`src/rtl/pkw_pkg.sv`:
```
package pkw_pkg;

   typedef enum logic [1:0] {
      ST_HDR = 2'd0,
      ST_PAY = 2'd1,
      ST_CRC = 2'd2
   } pkw_state_e;

endpackage

```
`src/rtl/pkw_pkt_fsm.sv`:
```
module pkw_pkt_fsm
   import pkw_pkg::*;
#(
   parameter int BYTE_W    = 8,
   parameter int HDR_BYTES = 4,
   parameter int CRC_BYTES = 2,
   parameter int LONG_BIT  = 3
) (
   input  logic              clk,
   input  logic              rst,
   input  logic              in_valid,
   input  logic [BYTE_W-1:0] in_byte,
   output logic              take,
   output logic              close,
   output logic              hdr_first,
   output pkw_state_e        state
);
   localparam int CNT_W  = 2 * BYTE_W;
   localparam int HIDX_W = $clog2(HDR_BYTES);
   localparam int CRC_W  = $clog2(CRC_BYTES + 1);

   pkw_state_e        st_q;
   logic [HIDX_W-1:0] hidx_q;
   logic [CNT_W-1:0]  rem_q;
   logic [CNT_W-1:0]  len_q;
   logic              long_q;
   logic [CRC_W-1:0]  crc_q;

   logic hdr_last;
   logic pay_last;

   assign hdr_last  = (hidx_q == HIDX_W'(HDR_BYTES - 1));
   assign pay_last  = (rem_q == CNT_W'(1));
   assign take      = in_valid && (st_q != ST_CRC);
   assign close     = in_valid && (((st_q == ST_HDR) && hdr_last) ||
                                   ((st_q == ST_PAY) && pay_last));
   assign hdr_first = (st_q == ST_HDR) && (hidx_q == '0);
   assign state     = st_q;

   always_ff @(posedge clk) begin
      if (rst) begin
         st_q   <= ST_HDR;
         hidx_q <= '0;
         rem_q  <= '0;
         len_q  <= '0;
         long_q <= 1'b0;
         crc_q  <= '0;
      end else if (in_valid) begin
         unique case (st_q)
            ST_HDR: begin
               if (hidx_q == HIDX_W'(0)) long_q <= in_byte[LONG_BIT];
               if (hidx_q == HIDX_W'(1)) len_q[BYTE_W-1:0] <= in_byte;
               if (hidx_q == HIDX_W'(2)) len_q[CNT_W-1:BYTE_W] <= in_byte;
               if (hdr_last) begin
                  hidx_q <= '0;
                  if (!long_q) begin
                     st_q <= ST_HDR;
                  end else if (len_q == '0) begin
                     st_q  <= ST_CRC;
                     crc_q <= CRC_W'(CRC_BYTES - 1);
                  end else begin
                     st_q  <= ST_PAY;
                     rem_q <= len_q;
                  end
               end else begin
                  hidx_q <= hidx_q + HIDX_W'(1);
               end
            end
            ST_PAY: begin
               rem_q <= rem_q - CNT_W'(1);
               if (pay_last) begin
                  st_q  <= ST_CRC;
                  crc_q <= CRC_W'(CRC_BYTES - 1);
               end
            end
            ST_CRC: begin
               if (crc_q == '0) st_q <= ST_HDR;
               else             crc_q <= crc_q - CRC_W'(1);
            end
            default: st_q <= ST_HDR;
         endcase
      end
   end

endmodule

```
`src/rtl/pkw_lane_asm.sv`:
```
module pkw_lane_asm #(
   parameter int                BYTE_W = 8,
   parameter int                LANES  = 4,
   parameter logic [BYTE_W-1:0] DUMMY  = '0
) (
   input  logic                      clk,
   input  logic                      rst,
   input  logic [BYTE_W-1:0]         in_byte,
   input  logic                      take,
   input  logic                      close,
   output logic [BYTE_W*LANES-1:0]   word_out,
   output logic                      word_wr,
   output logic [$clog2(LANES)-1:0]  lane_idx
);
   localparam int LIDX_W = $clog2(LANES);
   localparam int WORD_W = BYTE_W * LANES;

   logic [LANES-1:0][BYTE_W-1:0] part_q;
   logic [LANES-1:0][BYTE_W-1:0] part_d;
   logic [LIDX_W-1:0]            idx_q;
   logic                         emit;
   logic [WORD_W-1:0]            word_q;
   logic                         wr_q;

   for (genvar l = 0; l < LANES; l++) begin : g_lane
      always_comb begin
         if (take && (idx_q == LIDX_W'(l)))
            part_d[l] = in_byte;
         else if (take && close && (idx_q < LIDX_W'(l)))
            part_d[l] = DUMMY;
         else
            part_d[l] = part_q[l];
      end
   end

   assign emit = take && (close || (idx_q == LIDX_W'(LANES - 1)));

   always_ff @(posedge clk) begin
      if (rst) begin
         part_q <= '0;
         idx_q  <= '0;
         word_q <= '0;
         wr_q   <= 1'b0;
      end else begin
         wr_q <= emit;
         if (emit) begin
            word_q <= part_d;
            part_q <= '0;
            idx_q  <= '0;
         end else begin
            part_q <= part_d;
            if (take) idx_q <= idx_q + LIDX_W'(1);
         end
      end
   end

   assign word_out = word_q;
   assign word_wr  = wr_q;
   assign lane_idx = idx_q;

endmodule

```
`src/rtl/pkt_word_packer.sv`:
```
module pkt_word_packer #(
   parameter int                BYTE_W    = 8,
   parameter int                LANES     = 4,
   parameter int                CRC_BYTES = 2,
   parameter int                LONG_BIT  = 3,
   parameter logic [BYTE_W-1:0] DUMMY     = '0
) (
   input  logic                    clk,
   input  logic                    rst,
   input  logic                    in_valid,
   input  logic [BYTE_W-1:0]       in_byte,
   output logic [BYTE_W*LANES-1:0] word_out,
   output logic                    word_wr
);
   localparam int LIDX_W = $clog2(LANES);

   if (LANES != 4) begin : g_bad_lanes
      $error("pkt_word_packer: header plus ECC must fill one word, LANES must be 4");
   end
   if (CRC_BYTES < 1) begin : g_bad_crc
      $error("pkt_word_packer: CRC_BYTES must be at least 1");
   end
   if (LONG_BIT >= BYTE_W) begin : g_bad_bit
      $error("pkt_word_packer: LONG_BIT must lie inside a byte");
   end

   pkw_pkg::pkw_state_e st_w;
   logic                take_w;
   logic                close_w;
   logic                hfirst_w;
   logic [LIDX_W-1:0]   lane_w;

   pkw_pkt_fsm #(
      .BYTE_W   (BYTE_W),
      .HDR_BYTES(LANES),
      .CRC_BYTES(CRC_BYTES),
      .LONG_BIT (LONG_BIT)
   ) fsm_i (
      .clk      (clk),
      .rst      (rst),
      .in_valid (in_valid),
      .in_byte  (in_byte),
      .take     (take_w),
      .close    (close_w),
      .hdr_first(hfirst_w),
      .state    (st_w)
   );

   pkw_lane_asm #(
      .BYTE_W(BYTE_W),
      .LANES (LANES),
      .DUMMY (DUMMY)
   ) asm_i (
      .clk     (clk),
      .rst     (rst),
      .in_byte (in_byte),
      .take    (take_w),
      .close   (close_w),
      .word_out(word_out),
      .word_wr (word_wr),
      .lane_idx(lane_w)
   );

endmodule

```
`config.mk`:
```
export PLATFORM = sky130hd
export DESIGN_NAME = pkt_word_packer
export DESIGN_NICKNAME = d
export VERILOG_FILES = /design/src/rtl/pkw_pkg.sv /design/src/rtl/pkw_pkt_fsm.sv /design/src/rtl/pkw_lane_asm.sv /design/src/rtl/pkt_word_packer.sv
export SDC_FILE = /design/constraint.sdc
export NUM_CORES = 1
export LEC_CHECK = 0
export BUFFER_PORTS_ARGS = -buffer_cell sky130_fd_sc_hd__buf_4
export CORE_MARGIN = 2
export CORE_UTILIZATION = 40
export DETAILED_ROUTE_END_ITERATION = 6
export REMOVE_ABC_BUFFERS = 1
export SYNTH_ARGS = -nofsm -noshare
export SYNTH_HDL_FRONTEND = slang
export SYNTH_SLANG_ARGS = --single-unit
```
`constraint.sdc`:
```
create_clock -name clk -period 2.55 [get_ports clk]
set_clock_uncertainty 0.15 [all_clocks]
set_input_delay 0.1275 -clock clk [delete_from_list [all_inputs] [get_ports clk]]
set_output_delay 0.1275 -clock clk [all_outputs]
set_load 0.005 [all_outputs]
```
==> results of run 1 <==
## flip-flops by register name, indices dropped and copies added (netlist names)
name and count:
asm_i.lane_idx 2, asm_i.part_q 24, asm_i.word_out 32, asm_i.word_wr 1
fsm_i.crc_q 2, fsm_i.hidx_q 2, fsm_i.len_q 16, fsm_i.long_q 1
fsm_i.rem_q 16, fsm_i.state 2
## routing by layer
| layer | GRT usage (%) | wire (µm) |
|---|---|---|
| met5 | 0 | 0 |
| met4 | 9.890 | 309 |
| met3 | 3.692 | 481 |
| met2 | 31.76 | 5276 |
| met1 | 27.22 | 5173 |
## through the flow
step	std cells	util (%)	area, µm²
after CTS	675	49.22	5104
after global routing	678	49.65	5149
after floorplan	451	-	4123
final	678	49.65	5149
after global placement	648	45.99	4770
after detailed placement	648	45.99	4770
## cell families (layout without fill, tap and decap cells)
kind of cell | count (synthesis) | count (layout)
AOI/OAI and AO/OA | 130 | 130
xor gates and xnor gates | 1 | 1
adders and majority gates | 11 | 11
buffers and inverters | 44 | 100
DFF | 98 | 98
muxes | 16 | 16
and+or+nand+nor | 184 | 186
## where the power goes
group | switching, mW | internal (mW) | total, mW
Clock | 0.572 | 0.561 | 1.13
Sequential | 0.0244 | 1.57 | 1.59
Combinational | 0.162 | 0.108 | 0.270
Total | 0.758 | 2.24 | 3.00
## cell usage in the layout (no fill, tap or decap), drive strengths merged, types with 4 or more instances in the layout
| cell | instances |
|---|---|
| dfxtp | 98 |
| buf | 62 |
| nand2 | 59 |
| nor2 | 57 |
| a21oi | 44 |
| mux2i | 16 |
| o21ai | 14 |
| inv | 12 |
| ha | 11 |
| dlygate4sd3 | 11 |
| and3 | 10 |
| a32oi | 10 |
| nand2b | 9 |
| a22o | 9 |
| a211oi | 9 |
| clkbuf | 9 |
| a221o | 8 |
| o2bb2ai | 8 |
| nor4 | 8 |
| nor3 | 7 |
| o32ai | 6 |
| and2 | 6 |
| nand3 | 5 |
| or2 | 5 |
| nor3b | 4 |
| clkinv | 4 |
## worst min-delay path: stages (launching register included)
cell,delay (ns)
dfxtp_1,0.32
nand2_1,0.05
a21oi_1,0.05
## final cells by class
class,count,area [µm²],area share (%)
clock buffers,9,123.9,2.406
flip-flops and latches,98,1963,38.13
inverters,11,41.29,0.8019
repair buffers,73,591.8,11.49
multi-input cells,344,2158,41.92
clock inverters,7,100.1,1.944
well taps,136,170.2,3.305
## what timing repair did
item,in CTS,in global routing
endpoints found under the setup margin,0,25
gates resized for setup,0,7
buffers inserted,0,1
endpoints found under the hold margin,57,0
hold buffers,11,0
## path summary, 6_finish.rpt
kind | from | to | slack (ns) | depth (start not counted)
max | fsm_i.rem_q[12] | asm_i.word_out[31] | 0.09 | 6
min reg2reg | fsm_i.long_q | fsm_i.long_q | 0.32 | 2
max reg2reg | fsm_i.rem_q[12] | asm_i.word_out[31] | 0.09 | 6
min | fsm_i.long_q | fsm_i.long_q | 0.32 | 2
==> results.ini, run 1 <==
[status]
status = finished clean

[synth]
ys_types = 54
syn_area_per_cell_um2 = 8.859
synthMuxAreaShare_pct = 3.735
synth_top_cell_by_area = dfxtp_1
ys_seq_area_share_pct = 45.75
synthSimpleGateAreaFrac_pct = 20.83
ys.flop_type = dfxtp_1
synthXorXnorAreaFrac_pct = 0.2043
async_flop_share_pct = 0
ys_warn_count = 0
yosys.area.top_type_share_pct = 45.75
synth-edff-count = 0
synthTopCellsByCount = 98 x dfxtp_1, 59 x nand2_1, 54 x nor2_1
synth.ff_latch_count = 98
synthCells = 484
synth_top_family_by_area = compound AO/OA/AOI/OAI gates
syn_area_mm2 = 0.004288
synthAdderAreaFrac_pct = 3.210
synthTopCellsByArea = dfxtp_1 46%, nand2_1 5.2%, a21oi_1 5.1%, nor2_1 4.7%, mux2i_1 3.7%
synth_compound_area_share_pct = 21.45
synth_most_common_cell = dfxtp_1

[clock_network]
cts_tree = yes
ctsHtreeMaxLevel = 3
cts.sinks = 98
clk_path_buf_depth = 2
root_buffer = clkbuf_8
clk_pin_slew_worst_paths_ns = 0.10
cts-buffers-inserted = 9
worstSkewPairLatency_ns = 0.39

[timing]
final_max_slew_viol_count = 0
fin_ws_ns = 0.08554
fin_setup_tns_ns = 0
fin_hold_ws_ns = 0.3202
rsz0062_at_grt = true
slew_headroom_pct = 50.37
finalCritPeriodShare_pct = 96.65
finalHoldViolCount = 0
fmax_mhz = 405.8
fin_crit_ns = 2.464
worst_pin_slew_ns = 0.7444
setup_viol = 0

[placement]
gp_congestion = 0.7907
port_buffers = 43
post-dp-hpwl_um = 7568
dpl_worst_slack_ns = 0.07386

[critical_path]
crit_type = register to register
crit_top_cell = or4_4
max_stage_delay_ns = 0.56
cp_top_family = simple AND/OR/NAND/NOR gates
crit_arrival_ns = 2.60
crit_slowest_cell = or4_4
cp_cell_sequence = or4_4 > or4_4 > o21ai_4 > buf_4 > nor2_2 > a22o_1
crit_path_end_kind = register
critPathRequiredTime_ns = 2.68
crit_buf_inv = 1
startpoint_type = register
critical_path.max_fanout = 8

[floorplan]
die-width_um = 107.5
ios = 44
dieArea_mm2 = 0.01156
rows = 37
start_util_pct = 41.35
die_h_um = 107.5
fp.coreArea_mm2 = 0.01037

[power_and_ir_drop]
leakage_nw = 2.075
ir_worst_vdd_mv = 0.4625
power_mw = 2.996
power.density_mw_per_mm2 = 582.0

[cells_and_area]
area_growth_pct = 20.08
layout.nets = 559
layout-drive-gt1-share_pct = 18.27
num_antenna_cells = 0
nFillCells = 1014

[min_path]
hold_path.class = register to register

[drt]
ant_nets = 0
vias = 3731
routedWlPerCell_um = 16.58
drc = 0
drt_pass1_iterations = 4
wl_um = 11240
drt_iter0_markers = 195
vias_per_cell = 5.503

[grt]
grt_pass1_wl_um = 18200
antenna_found_initial = 0
grt_pass1_vias = 3636
grt_use_total_pct = 20.41
grt_overflow_total = 0
grt_max_degree = 33

[flow_run]
cap_violations = 0

No activity file was read; power rests on OpenSTA's default activity.
==> inputs of run 2 (changes only) <==
ABC_AREA = 1   (was default)
==> run 2 against run 1 <==
Power is 9.4% higher. Combinational power up 18%. Register-to-register slack better by 0.38 ns. Setup slack better by 0.38 ns. Largest power group unchanged.
==> results.ini, run 2 <==
[min_path]
hold_path.class = primary input to register

[clock_network]
cts_resized = 0
cts-buffers-inserted = 9
root_buffer = clkbuf_16
worstSkewPairLatency_ns = 0.35
clk_pin_slew_worst_paths_ns = 0.07
ctsHtreeMaxLevel = 3
cts_setup_buffers = 0
cts.sinks = 98
cts_tree = yes
clk_path_buf_depth = 2

[drt]
vias = 4168
drt_pass1_iterations = 4
wl_um = 11420
drc = 0
drt_iter0_markers = 198
vias_per_cell = 4.852
routedWlPerCell_um = 13.30
ant_nets = 0

[cells_and_area]
largest_reg_flops = 32
mostFrequentLayoutCell = nand2_1
nFillCells = 1129
multi_input_area_mm2 = 0.002236
mostFrequentLayoutCells = 218 x nand2_1, 98 x dfxtp_1, 66 x nor2_1
layout-drive-gt1-share_pct = 12.43
layout.nets = 733
area_growth_pct = 17.80
seq_area_mm2 = 0.001962
stdcell_area_mm2 = 0.005390
num_antenna_cells = 0

[grt]
grt_use_total_pct = 19.07
grt_overflow_total = 0
grt_pass1_vias = 3983
antenna_found_initial = 0
grt_pass1_wl_um = 19070
grt_max_degree = 37

[synth]
synthAdderAreaFrac_pct = 3.008
syn_area_mm2 = 0.004576
ys.flop_type = dfxtp_1
synthSimpleGateAreaFrac_pct = 33.33
synthXorXnorAreaFrac_pct = 0.1914
ys_warn_count = 0
synthTopCellsByCount = 218 x nand2_1, 98 x dfxtp_1, 66 x nor2_1
synth_top_family_by_area = simple AND/OR/NAND/NOR gates
synthCells = 663
synth_compound_area_share_pct = 12.33
synth_top_cell_by_area = dfxtp_1
yosys.area.top_type_share_pct = 42.88
ys_types = 29
synthMuxAreaShare_pct = 0
synthTopCellsByArea = dfxtp_1 43%, nand2_1 18%, a21oi_1 6.5%, nor2_1 5.4%, o21ai_0 4.9%
async_flop_share_pct = 0
synth_most_common_cell = nand2_1
syn_area_per_cell_um2 = 6.901
synth.ff_latch_count = 98
ys_seq_area_share_pct = 42.88
synth-edff-count = 0

[placement]
gp_congestion = 0.8217
post-dp-hpwl_um = 7971
port_buffers = 43
placed_cell_area_mm2 = 0.004977

[floorplan]
die-width_um = 111.0
dieArea_mm2 = 0.01231
ios = 44
rows = 39
die_h_um = 111.0
start_util_pct = 40.59
fp.coreArea_mm2 = 0.01127

[timing]
setup_viol = 0
worst_pin_slew_ns = 0.5943
fmax_mhz = 480.4
finalCritPeriodShare_pct = 81.64
final_max_slew_viol_count = 0
finalHoldViolCount = 0
fin_crit_ns = 2.082
slew_headroom_pct = 60.34
fin_setup_tns_ns = 0
rsz0062_at_grt = false

[status]
status = finished clean

[critical_path]
r2r_slack_ns = 0.47
crit_arrival_ns = 2.17
crit_path_end_kind = register
startpoint_type = register
crit_type = register to register
critical_path.max_fanout = 10
critPathRequiredTime_ns = 2.63

[power_and_ir_drop]
leakage_nw = 2.664
ir_worst_vdd_mv = 0.4225
power.density_mw_per_mm2 = 607.9

[flow_run]
cap_violations = 0

==> run 2: changes by cell type after synthesis, moves of 10 or more <==
cell,change
nor2_1,+12
inv_1,+49
nand2_1,+159
clkbuf_1,-14
nand3_1,+26
and3_1,-10
mux2i_1,-16
a21oi_1,+15
o21ai_0,+32
nand3b_1,+11
a32oi_1,-10
==> run 2: cell families after synthesis <==
kind of cell	count (synthesis)
XOR/XNOR	1
flip-flops	98
buffers and inverters	88
adder cells (fa/ha/maj)	11
AO/OA/AOI/OAI	110
AND/OR/NAND/NOR	355
==> run 2: stage by stage <==
step           std cells  setup WS, ns  hold slack [ns]  power [mW]  util, %
2_1_floorplan        641        0.5773          0.04657       1.836        -
3_3_place_gp         831        0.5370           0.2829       1.940    44.16
3_5_place_dp         831        0.4717           0.2890       1.948    44.16
4_1_cts              859        0.4523          0.06509       3.315    47.82
5_1_grt              859        0.2039          0.09378       3.419    47.82
6_report             859        0.4682          0.07013       3.277    47.82
==> run 2: where the power goes <==
part	leakage (nW)	internal [mW]	switching [mW]
clock network	0.142	0.692	0.663
logic	1.73	0.112	0.206
registers	0.794	1.58	0.0246
==> run 2: final cells by class <==
cell class	count	area share (%)
flip-flops and latches	98	36.40
repair buffers	59	8.774
well taps	143	3.319
clock buffers	9	4.178
clock inverters	7	1.253
multi-input cells	477	41.48
inverters	66	4.596
==> run 2: layer usage <==
layer,vias up,track usage [%],wire (µm)
met3,10,3.663,278
met5,-,0,0
li1,2183,-,-
met2,42,33.99,5526
met4,0,5.167,127
met1,1933,23.51,5490
==> run 2: path summary, 6_finish.rpt <==
check / from / end / cells past startpoint
worst max-delay path: fsm_i.rem_q[1] / asm_i.word_out[26] / 10
worst min-delay path: in_valid / asm_i.word_out[28] / 4
worst max register to register: fsm_i.rem_q[1] / asm_i.word_out[26] / 10
worst min register to register: asm_i.word_out[3] / asm_i.word_out[3] / 2
==> run 2: repair_timing <==
| item | CTS | global route |
|---|---|---|
| hold endpoints to repair | 40 | 0 |
| hold buffers | 12 | 0 |
| endpoints found under the setup margin | 0 | 0 |
==> run 2: critical path, stage by stage (launching register included) <==
cell and delay [ns]:
dfxtp_1 0.30, inv_1 0.13, ha_1 0.17, nand2_1 0.06, nor2_2 0.13, nand3_1 0.10, nand2_2 0.12, nand2_4 0.11
nand3_1 0.08, a21oi_1 0.06, dlygate4sd3_1 0.56
